[src/rtl/add_unit_pkg.sv]
package add_unit_pkg;

    typedef enum logic [1:0] {
        OP_ADD  = 2'd0,
        OP_ADDI = 2'd1,
        OP_ADC  = 2'd2,
        OP_ADCI = 2'd3
    } op_e;

    typedef enum logic [1:0] {
        WD_8  = 2'd0,
        WD_16 = 2'd1,
        WD_32 = 2'd2,
        WD_64 = 2'd3
    } width_e;

    localparam int FL_CF  = 0;
    localparam int FL_ECF = 1;
    localparam int FL_ZF  = 2;
    localparam int FL_EZF = 3;
    localparam int FL_PF  = 4;
    localparam int FL_AF  = 5;
    localparam int FL_SF  = 6;
    localparam int FL_OF  = 7;
    localparam int FL_N   = 8;

    typedef struct packed {
        logic of_f;
        logic sf;
        logic af;
        logic pf;
        logic ezf;
        logic zf;
        logic ecf;
        logic cf;
    } flags_t;

    function automatic logic op_uses_imm(op_e op);
        return op[0];
    endfunction

    function automatic logic op_uses_carry(op_e op);
        return op[1];
    endfunction

endpackage

[src/rtl/add_operand_sel.sv]
module add_operand_sel
    import add_unit_pkg::*;
#(
    parameter int XLEN  = 64,
    parameter int IMM_W = 16,
    localparam int IDX_W = $clog2(XLEN + 1)
) (
    input  op_e               op,
    input  width_e            width,
    input  logic [XLEN-1:0]   src1,
    input  logic [XLEN-1:0]   src2,
    input  logic [IMM_W-1:0]  imm,
    input  logic              cf_now,
    output logic [XLEN-1:0]   opa,
    output logic [XLEN-1:0]   opb,
    output logic              cin,
    output logic [XLEN-1:0]   wmask,
    output logic [IDX_W-1:0]  wbits
);
    logic [XLEN-1:0] imm_ext;

    always_comb begin
        wbits   = IDX_W'(8) << width;
        wmask   = (XLEN'(1) << wbits) - XLEN'(1);
        imm_ext = {{(XLEN-IMM_W){imm[IMM_W-1]}}, imm};
        opa     = src1 & wmask;
        opb     = (op_uses_imm(op) ? imm_ext : src2) & wmask;
        cin     = op_uses_carry(op) & cf_now;
    end
endmodule

[src/rtl/add_flag_gen.sv]
module add_flag_gen
    import add_unit_pkg::*;
#(
    parameter int XLEN = 64,
    localparam int IDX_W = $clog2(XLEN + 1)
) (
    input  logic [XLEN-1:0]  opa,
    input  logic [XLEN-1:0]  opb,
    input  logic             cin,
    input  logic [XLEN-1:0]  wmask,
    input  logic [IDX_W-1:0] wbits,
    output logic [XLEN-1:0]  res,
    output flags_t           fl
);
    logic [XLEN:0]   sum_w;
    logic [XLEN-1:0] xor3;
    logic [IDX_W-1:0] top;

    always_comb begin
        sum_w   = {1'b0, opa} + {1'b0, opb} + {{XLEN{1'b0}}, cin};
        res     = sum_w[XLEN-1:0] & wmask;
        xor3    = opa ^ opb ^ res;
        top     = wbits - IDX_W'(1);
        fl.cf   = sum_w[wbits];
        fl.ecf  = sum_w[wbits];
        fl.zf   = (res == '0);
        fl.ezf  = (res == '0);
        fl.pf   = ~^res[7:0];
        fl.af   = xor3[4];
        fl.sf   = res[top];
        fl.of_f = (opa[top] == opb[top]) && (res[top] != opa[top]);
    end
endmodule

[src/rtl/add_flag_reg.sv]
module add_flag_reg
    import add_unit_pkg::*;
(
    input  logic            clk,
    input  logic            rst,
    input  logic            wr_en,
    input  logic [FL_N-1:0] fmask,
    input  flags_t          fl_new,
    output logic [FL_N-1:0] fl_cur
);
    always_ff @(posedge clk) begin
        if (rst)
            fl_cur <= '0;
        else if (wr_en)
            fl_cur <= (fl_cur & ~fmask) | (fl_new & fmask);
    end

    // unselected bits are preserved across a write
    assert_keep_unmasked_R10: assert property (@(posedge clk) disable iff (rst)
        wr_en |=> ((fl_cur & ~$past(fmask)) == ($past(fl_cur) & ~$past(fmask))));

    // idle cycles leave the register untouched
    assert_idle_stable_R10: assert property (@(posedge clk) disable iff (rst)
        !wr_en |=> $stable(fl_cur));
endmodule

[src/rtl/add_exec_unit.sv]
module add_exec_unit
    import add_unit_pkg::*;
#(
    parameter int XLEN  = 64,
    parameter int IMM_W = 16,
    localparam int IDX_W = $clog2(XLEN + 1)
) (
    input  logic             clk,
    input  logic             rst,
    input  logic             in_valid,
    input  logic [1:0]       in_op,
    input  logic [1:0]       in_width,
    input  logic [XLEN-1:0]  in_src1,
    input  logic [XLEN-1:0]  in_src2,
    input  logic [IMM_W-1:0] in_imm,
    input  logic [7:0]       in_fmask,
    output logic             out_valid,
    output logic [XLEN-1:0]  out_dest,
    output logic [7:0]       out_flags
);
    logic [XLEN-1:0]  opa, opb, wmask, res;
    logic [IDX_W-1:0] wbits;
    logic             cin;
    flags_t           fl_new;
    logic [FL_N-1:0]  fl_cur;

    add_operand_sel #(.XLEN(XLEN), .IMM_W(IMM_W)) u_sel (
        .op(op_e'(in_op)), .width(width_e'(in_width)),
        .src1(in_src1), .src2(in_src2), .imm(in_imm),
        .cf_now(fl_cur[FL_CF]),
        .opa(opa), .opb(opb), .cin(cin), .wmask(wmask), .wbits(wbits)
    );

    add_flag_gen #(.XLEN(XLEN)) u_gen (
        .opa(opa), .opb(opb), .cin(cin), .wmask(wmask), .wbits(wbits),
        .res(res), .fl(fl_new)
    );

    add_flag_reg u_freg (
        .clk(clk), .rst(rst), .wr_en(in_valid), .fmask(in_fmask),
        .fl_new(fl_new), .fl_cur(fl_cur)
    );

    always_ff @(posedge clk) begin
        if (rst) begin
            out_valid <= 1'b0;
            out_dest  <= '0;
        end else begin
            out_valid <= in_valid;
            if (in_valid)
                out_dest <= res;
        end
    end

    assign out_flags = fl_cur;

    // one-cycle latency from accepted operation to valid result
    assert_valid_latency_R1: assert property (@(posedge clk) disable iff (rst)
        in_valid |=> out_valid);
    assert_valid_drop_R1: assert property (@(posedge clk) disable iff (rst)
        !in_valid |=> !out_valid);

    // nothing above the selected width reaches the result
    assert_upper_zero_R4: assert property (@(posedge clk) disable iff (rst)
        in_valid |=> ((out_dest >> (IDX_W'(8) << $past(in_width))) == '0));

    // written zero flag agrees with the registered result
    assert_zero_flag_R6: assert property (@(posedge clk) disable iff (rst)
        (in_valid && in_fmask[FL_ZF]) |=> (out_flags[FL_ZF] == (out_dest == '0)));

    // when both carry copies are written they agree
    assert_dup_carry_R5: assert property (@(posedge clk) disable iff (rst)
        (in_valid && in_fmask[FL_CF] && in_fmask[FL_ECF]) |=>
        (out_flags[FL_CF] == out_flags[FL_ECF]));
endmodule

[config.mk]
export PLATFORM = sky130hd
export DESIGN_NAME = add_exec_unit
export DESIGN_NICKNAME = d
export VERILOG_FILES = /design/src/rtl/add_unit_pkg.sv /design/src/rtl/add_operand_sel.sv /design/src/rtl/add_flag_gen.sv /design/src/rtl/add_flag_reg.sv /design/src/rtl/add_exec_unit.sv
export SDC_FILE = /design/constraint.sdc
export NUM_CORES = 1
export LEC_CHECK = 0
export CORE_UTILIZATION = 46
export CTS_CLUSTER_SIZE = 40
export DETAILED_ROUTE_END_ITERATION = 10
export MAX_ROUTING_LAYER = met4
export PLACE_DENSITY = 0.79
export SETUP_SLACK_MARGIN = 0.15
export SLEW_MARGIN = 5
export SYNTH_ARGS = -nofsm -noshare
export SYNTH_HDL_FRONTEND = slang
export SYNTH_SLANG_ARGS = --single-unit
[constraint.sdc]
create_clock -name clk -period 6.2 [get_ports clk]
set_clock_uncertainty 0.2 [all_clocks]
set_input_delay 1.24 -clock clk [delete_from_list [all_inputs] [get_ports clk]]
set_output_delay 1.24 -clock clk [all_outputs]
set_load 0.02 [all_outputs]
==> flow_summary.ini, run 1 <==
[outcome]
outcome = complete, no violations

[synth]
yosys_warnings = 0
ys.flop_type = dfxtp_1
synth_nets = 1484
synth-seq-area-share_pct = 16.7
netlist.area_leader.share_pct = 16.7
synthCells = 1253
syn_avg_cell_area_sq_um = 6.98
postSynth.asyncResetShare_pct = 0
synth_edf_count = 0
yosysTopAreaCell = dfxtp_1
ys_ff_latch = 73
synth.distinct_cells = 75
synthTopCellsByArea = dfxtp_1 17%, a21oi_1 10%, ha_1 10%, nand2_1 5.4%, nor2_1 4.8%
synth_area_sq_mm = 0.00875

[clock_tree]
h-tree-depth = 3
cts_sinks = 73
cts.clk_slew.worst_paths_ns = 0.06
root_buffer = clkbuf_16
clk_path_buf_depth = 2
insertion_delay_ns = 0.33
cts_tree = yes
numCtsBuffers = 9

[setup_path]
path_delay_family = compound AO/OA/AOI/OAI gates
start_kind = input pin
worst_ep_arrival_time_ns = 5.88
critPathCaptureType = flop
timing_worst_setup_path_type = in -> reg
crit_path_max_fanout = 13
required_ns = 6.27
cp_slowest_cell = clkdlybuf4s50_1
crit_chain = clkdlybuf4s50_1 -> or2_2 -> inv_1 -> buf_4 -> nor2_1 -> ha_1 -> a21oi_1 -> o21ai_0 -> o2bb2ai_1 -> nor3_2 -> a21oi_1 -> o21ai_0 -> o2111ai_1 -> nor4_1 -> nand4_1 -> nor4_2 -> buf_4 -> o2111ai_1 -> o21ai_1
timing.reg2reg.setup_slack_ns = 1.64
cp_num_buf_inv = 4
cp_slowest_stage_delay_ns = 0.49
worst_r2r_path_depth = 17

[drt]
ant_nets = 0
dr.pass1.iters = 8
drt_iter0_drc = 895
vias = 10400
drc_errors = 0
wl_per_cell_um = 19.4
wl_um = 34200
vias_per_cell = 5.91

[min_path]
hold_end = out_dest[40]$_SDFFE_PP0P_
hp-class = reg -> reg
holdPathStages = 2
min-delay-start = out_dest[40]$_SDFFE_PP0P_

[finish]
diodes = 0
final_nets = 1758
fillers = 1662
seqCellArea_sq_mm = 0.00146
drive_gt1_share_pct = 12.3
multi_input_area_sq_mm = 0.00696
layout_common_cells = 228 x clkdlybuf4s50_1, 174 x a21oi_1, 127 x nand2_1
mostFrequentLayoutCell = clkdlybuf4s50_1
final_cells = 1766
synthToLayoutAreaGrowth_pct = 41.4

[power_and_ir_drop]
power_uw = 2050
p_leak_uw = 0.00512
p_per_area_mw_per_mm2 = 166
vdd_drop_max_v = 0.000118

[floorplanning]
start_util_pct = 46.9
die-area_sq_mm = 0.0196
core_area_sq_mm = 0.0186
core.rowCount = 50
ios = 232
die_w_um = 140
dieHeight_um = 140

[global_routing]
grt_use_total_pct = 35.4
grt_pass1_wl_um = 52700
grt_overflow_total = 0
antenna_found_initial = 0
grt_pass1_vias = 9793
grt_max_degree = 77

[sta]
finalWorstSetupSlack_ns = 0.391
hold_viol_final = 0
drv_slew = 0
max_freq_mhz = 172
period_needed_ns = 5.81
worstMarginPinSlew_ns = 1.15
fin_crit_sh_pct = 93.7
rsz0062_at_grt = false
fin_worst_hold_slack_ns = 0.264
setup_violations = 0
maxSlewHeadroom_pct = 23.3

[place]
portBuffers = 231
gp_congestion = 1.01
placed_cells = 1749
dp_slack_ns = -0.0949
dp.final_hpwl_um = 28200

[job]
maxCapViolCount = 0
==> Yosys cell counts, types with 3 or more instances <==
library cell and instances:
nor3_1 17, o2111ai_1 4, nand3b_1 8, buf_1 10, nand2b_1 63, or3_1 14, mux2i_1 36, o21ai_1 7
o21ai_0 57, and2_1 28, o21bai_1 7, xor2_1 14, and4_1 6, nor3b_1 5, a211o_1 5, nor2b_1 13
xnor2_1 34, nand4_1 29, inv_1 13, a31oi_1 10, a221oi_1 3, o31ai_1 9, mux2_2 9, a21oi_1 176
clkbuf_1 71, o21a_1 20, buf_2 8, nand2_1 127, nor4_1 16, a21o_1 27, ha_1 70, a22oi_1 10
dfxtp_1 73, o211ai_1 6, and3_1 36, a211oi_1 13, nor2_1 112, a21boi_0 6, nand3_1 31
==> logic make-up (layout without fill, tap and decap cells) <==
kind of cell	count (synthesis)	after routing	share of synthesized area, %
simple gates	521	521	30.6
compound gates	388	388	27.4
buf+inv	106	385	4.72
flops	73	73	16.7
fa+ha+maj	72	72	10.5
xor+xnor	48	48	4.81
mux	45	45	5.28
==> worst reg2reg max path, stage by stage (launching register included) <==
cell and delay (ns):
dfxtp_1 0.32, and2_1 0.15, fa_1 0.42, fa_1 0.45, a211oi_2 0.29, o21ai_1 0.17
a211oi_1 0.35, buf_4 0.18, nor4_1 0.06, nor4_2 0.45, a211oi_2 0.16, a211o_1 0.30
nor4_2 0.16, nand4_1 0.14, nor4_2 0.27, buf_4 0.15, o2111ai_1 0.12, o21ai_1 0.15
==> where the power goes <==
part | switching, uW | internal, uW | leakage (uW)
combinational | 526 | 444 | 0.00436
clock | 196 | 373 | 0.000162
sequential | 15.6 | 498 | 0.000594
==> layer usage <==
metal,up-vias,track usage [%],wire length [um]
met5,-,-,0
met2,436,54.8,15200
li1,5092,-,-
met4,0,9.37,717
met1,4872,48.0,15900
met3,45,4.85,2400
==> per-stage QoR <==
stage                      TNS, ns  cell area (sq um)  util (%)
final                            0              12400      66.4
after global routing             0              12400      66.4
after CTS                        0              12300      65.9
after detailed placement    -0.183              11900      64.1
after global placement    -0.00534              11900      64.1
after floorplan                  0               8750         -
==> final cells by class <==
type	count	share of cell area (%)
flip-flops and latches	73	11.8
clock inverters	5	0.627
repair buffers	354	26.5
inverters	15	0.455
clock buffers	11	2.04
well taps	234	2.37
multi-input cells	1074	56.2
==> how the worst max path moves through the flow <==
stage / cells after the start / end / slack (ns) / from
2_1_floorplan: 22 / flop / 0.28 / in_width[1]
3_3_place_gp: 21 / flop / -0.005 / in_width[0]
3_5_place_dp: 21 / flop / -0.09 / in_width[0]
4_1_cts: 21 / flop / 0.25 / in_width[0]
5_1_grt: 20 / flop / 0.16 / in_width[1]
6_report: 19 / flop / 0.39 / in_width[1]
==> timing repair <==
action | CTS | global route
hold endpoints to repair | 0 | 0
resized for setup | 0 | 22
hold buffers | 0 | 0
setup endpoints to repair | 0 | 3
setup buffers | 0 | 1
(Power assumes the default switching activity.)
==> inputs of run 2 (changes only) <==
--- a/config.mk
+++ b/config.mk
@@ -5,11 +5,11 @@
 export SDC_FILE = /design/constraint.sdc
 export NUM_CORES = 1
 export LEC_CHECK = 0
-export CORE_UTILIZATION = 46
+export CORE_UTILIZATION = 31
 export CTS_CLUSTER_SIZE = 40
 export DETAILED_ROUTE_END_ITERATION = 10
+export GPL_ROUTABILITY_DRIVEN = 0
 export MAX_ROUTING_LAYER = met4
-export PLACE_DENSITY = 0.79
 export SETUP_SLACK_MARGIN = 0.15
 export SLEW_MARGIN = 5
 export SYNTH_ARGS = -nofsm -noshare
==> flow_summary.ini, run 2 (same netlist as run 1, synthesis figures left out) <==
[setup_path]
timing_worst_setup_path_type = in -> reg
critPathCaptureType = flop
start_kind = input pin
worst_ep_arrival_time_ns = 5.94
required_ns = 6.26
crit_path_max_fanout = 5
critical_path.startpoint = in_src2[0]

[global_routing]
grt_overflow_total = 0
grt_max_degree = 77
grt_use_total_pct = 23.4
antenna_found_initial = 1
grt_pass1_vias = 9616
grt_pass1_wl_um = 52000

[finish]
mostFrequentLayoutCell = clkdlybuf4s50_1
fillers = 2907
final_nets = 1731
synthToLayoutAreaGrowth_pct = 40.2
seqCellArea_sq_mm = 0.00146
multi_input_area_sq_mm = 0.00694
layout_common_cells = 228 x clkdlybuf4s50_1, 175 x a21oi_1, 127 x nand2_1
drive_gt1_share_pct = 10.3

[drt]
wl_per_cell_um = 18.0
drc_errors = 0
vias = 10200
ant_nets = 0
dr.pass1.iters = 5
wl_um = 33900
drt_iter0_drc = 943
vias_per_cell = 5.41

[clock_tree]
h-tree-depth = 3
root_buffer = clkbuf_16
cts_sinks = 73
numCtsBuffers = 9
cts.clk_slew.worst_paths_ns = 0.05
holdBufCountCts = 0
cts_resized = 0
cts_post_setup_buffers_inserted = 0
insertion_delay_ns = 0.32
clk_path_buf_depth = 2
cts_tree = yes

[sta]
worstMarginPinSlew_ns = 1.13
drv_slew = 0
maxSlewHeadroom_pct = 24.7
rsz0062_at_grt = true
fin_worst_hold_slack_ns = 0.256
fin_crit_sh_pct = 94.9
finalWorstSetupSlack_ns = 0.319
hold_viol_final = 0
max_freq_mhz = 170
setup_violations = 0
period_needed_ns = 5.88

[power_and_ir_drop]
power_uw = 1920
p_leak_uw = 0.00497
comb_power_share_pct = 48.6
pwr-share-clk_pct = 24.6
vdd_drop_max_v = 0.000118
switchingPower_uw = 698
p_per_area_mw_per_mm2 = 156
p_int_uw = 1220
seqPwrFrac_pct = 26.8
p_sw_share_pct = 36.4

[floorplanning]
core.rowCount = 61
dieHeight_um = 170
die-area_sq_mm = 0.0289
ios = 232
die_w_um = 170
start_util_pct = 31.5
core_area_sq_mm = 0.0278

[place]
portBuffers = 231
dp_slack_ns = -0.0596
dp.final_hpwl_um = 27800

[min_path]
hp-class = reg -> reg

[outcome]
outcome = complete, no violations

[job]
maxCapViolCount = 0
==> run 2: worst max-delay path, stage by stage <==
cell             delay, ns
clkdlybuf4s50_1       0.41
mux2_2                0.28
fa_1                  0.46
fa_1                  0.46
a211oi_1              0.39
o21ai_1               0.18
a211oi_1              0.41
buf_4                 0.20
nor4_1                0.06
nor4_2                0.47
a211oi_2              0.15
a211o_1               0.32
nor4_2                0.16
nand4_1               0.12
nor4_1                0.30
o2111ai_1             0.19
o21ai_1               0.15
==> run 2: final timing paths <==
check             slack (ns)   end  depth (start not counted)
setup / recovery        0.32  flop                         17
hold / removal          0.26  flop                          2
setup reg to reg        1.50  flop                         16
hold reg to reg         0.26  flop                          2
==> run 2: metrics by stage <==
step	utilization (%)	setup TNS, ns	instance area, sq um	cells
2_1_floorplan	-	0	8750	1253
3_3_place_gp	42.9	0	11900	1867
3_5_place_dp	42.9	-0.109	11900	1867
4_1_cts	43.9	0	12200	1880
5_1_grt	44.1	0	12300	1881
6_report	44.1	0	12300	1882
==> run 2: power groups by stage <==
stage / registers, uW / clock network, uW / logic [uW]
after floorplan: 555 / 0 / 490
after global placement: 523 / 0 / 906
after detailed placement: 524 / 0 / 909
after CTS: 514 / 486 / 914
after global routing: 517 / 499 / 1010
final: 514 / 471 / 932
==> run 2: final cells by class <==
| cell class | instances | area share, % |
|---|---|---|
| well taps | 378 | 3.86 |
| clock buffers | 13 | 2.20 |
| diodes | 2 | 0.0408 |
| inverters | 15 | 0.459 |
| flip-flops and latches | 73 | 11.9 |
| multi-input cells | 1074 | 56.6 |
| repair buffers | 327 | 24.9 |
==> run 2: metal layers <==
| layer | GRT usage, % | vias up | share of wire (%) |
|---|---|---|---|
| li1 | - | 5030 | - |
| met1 | 32.7 | 4683 | 48 |
| met2 | 35.3 | 416 | 43 |
| met3 | 2.72 | 49 | 7.3 |
| met4 | 6.46 | 0 | 1.8 |
| met5 | - | - | 0 |
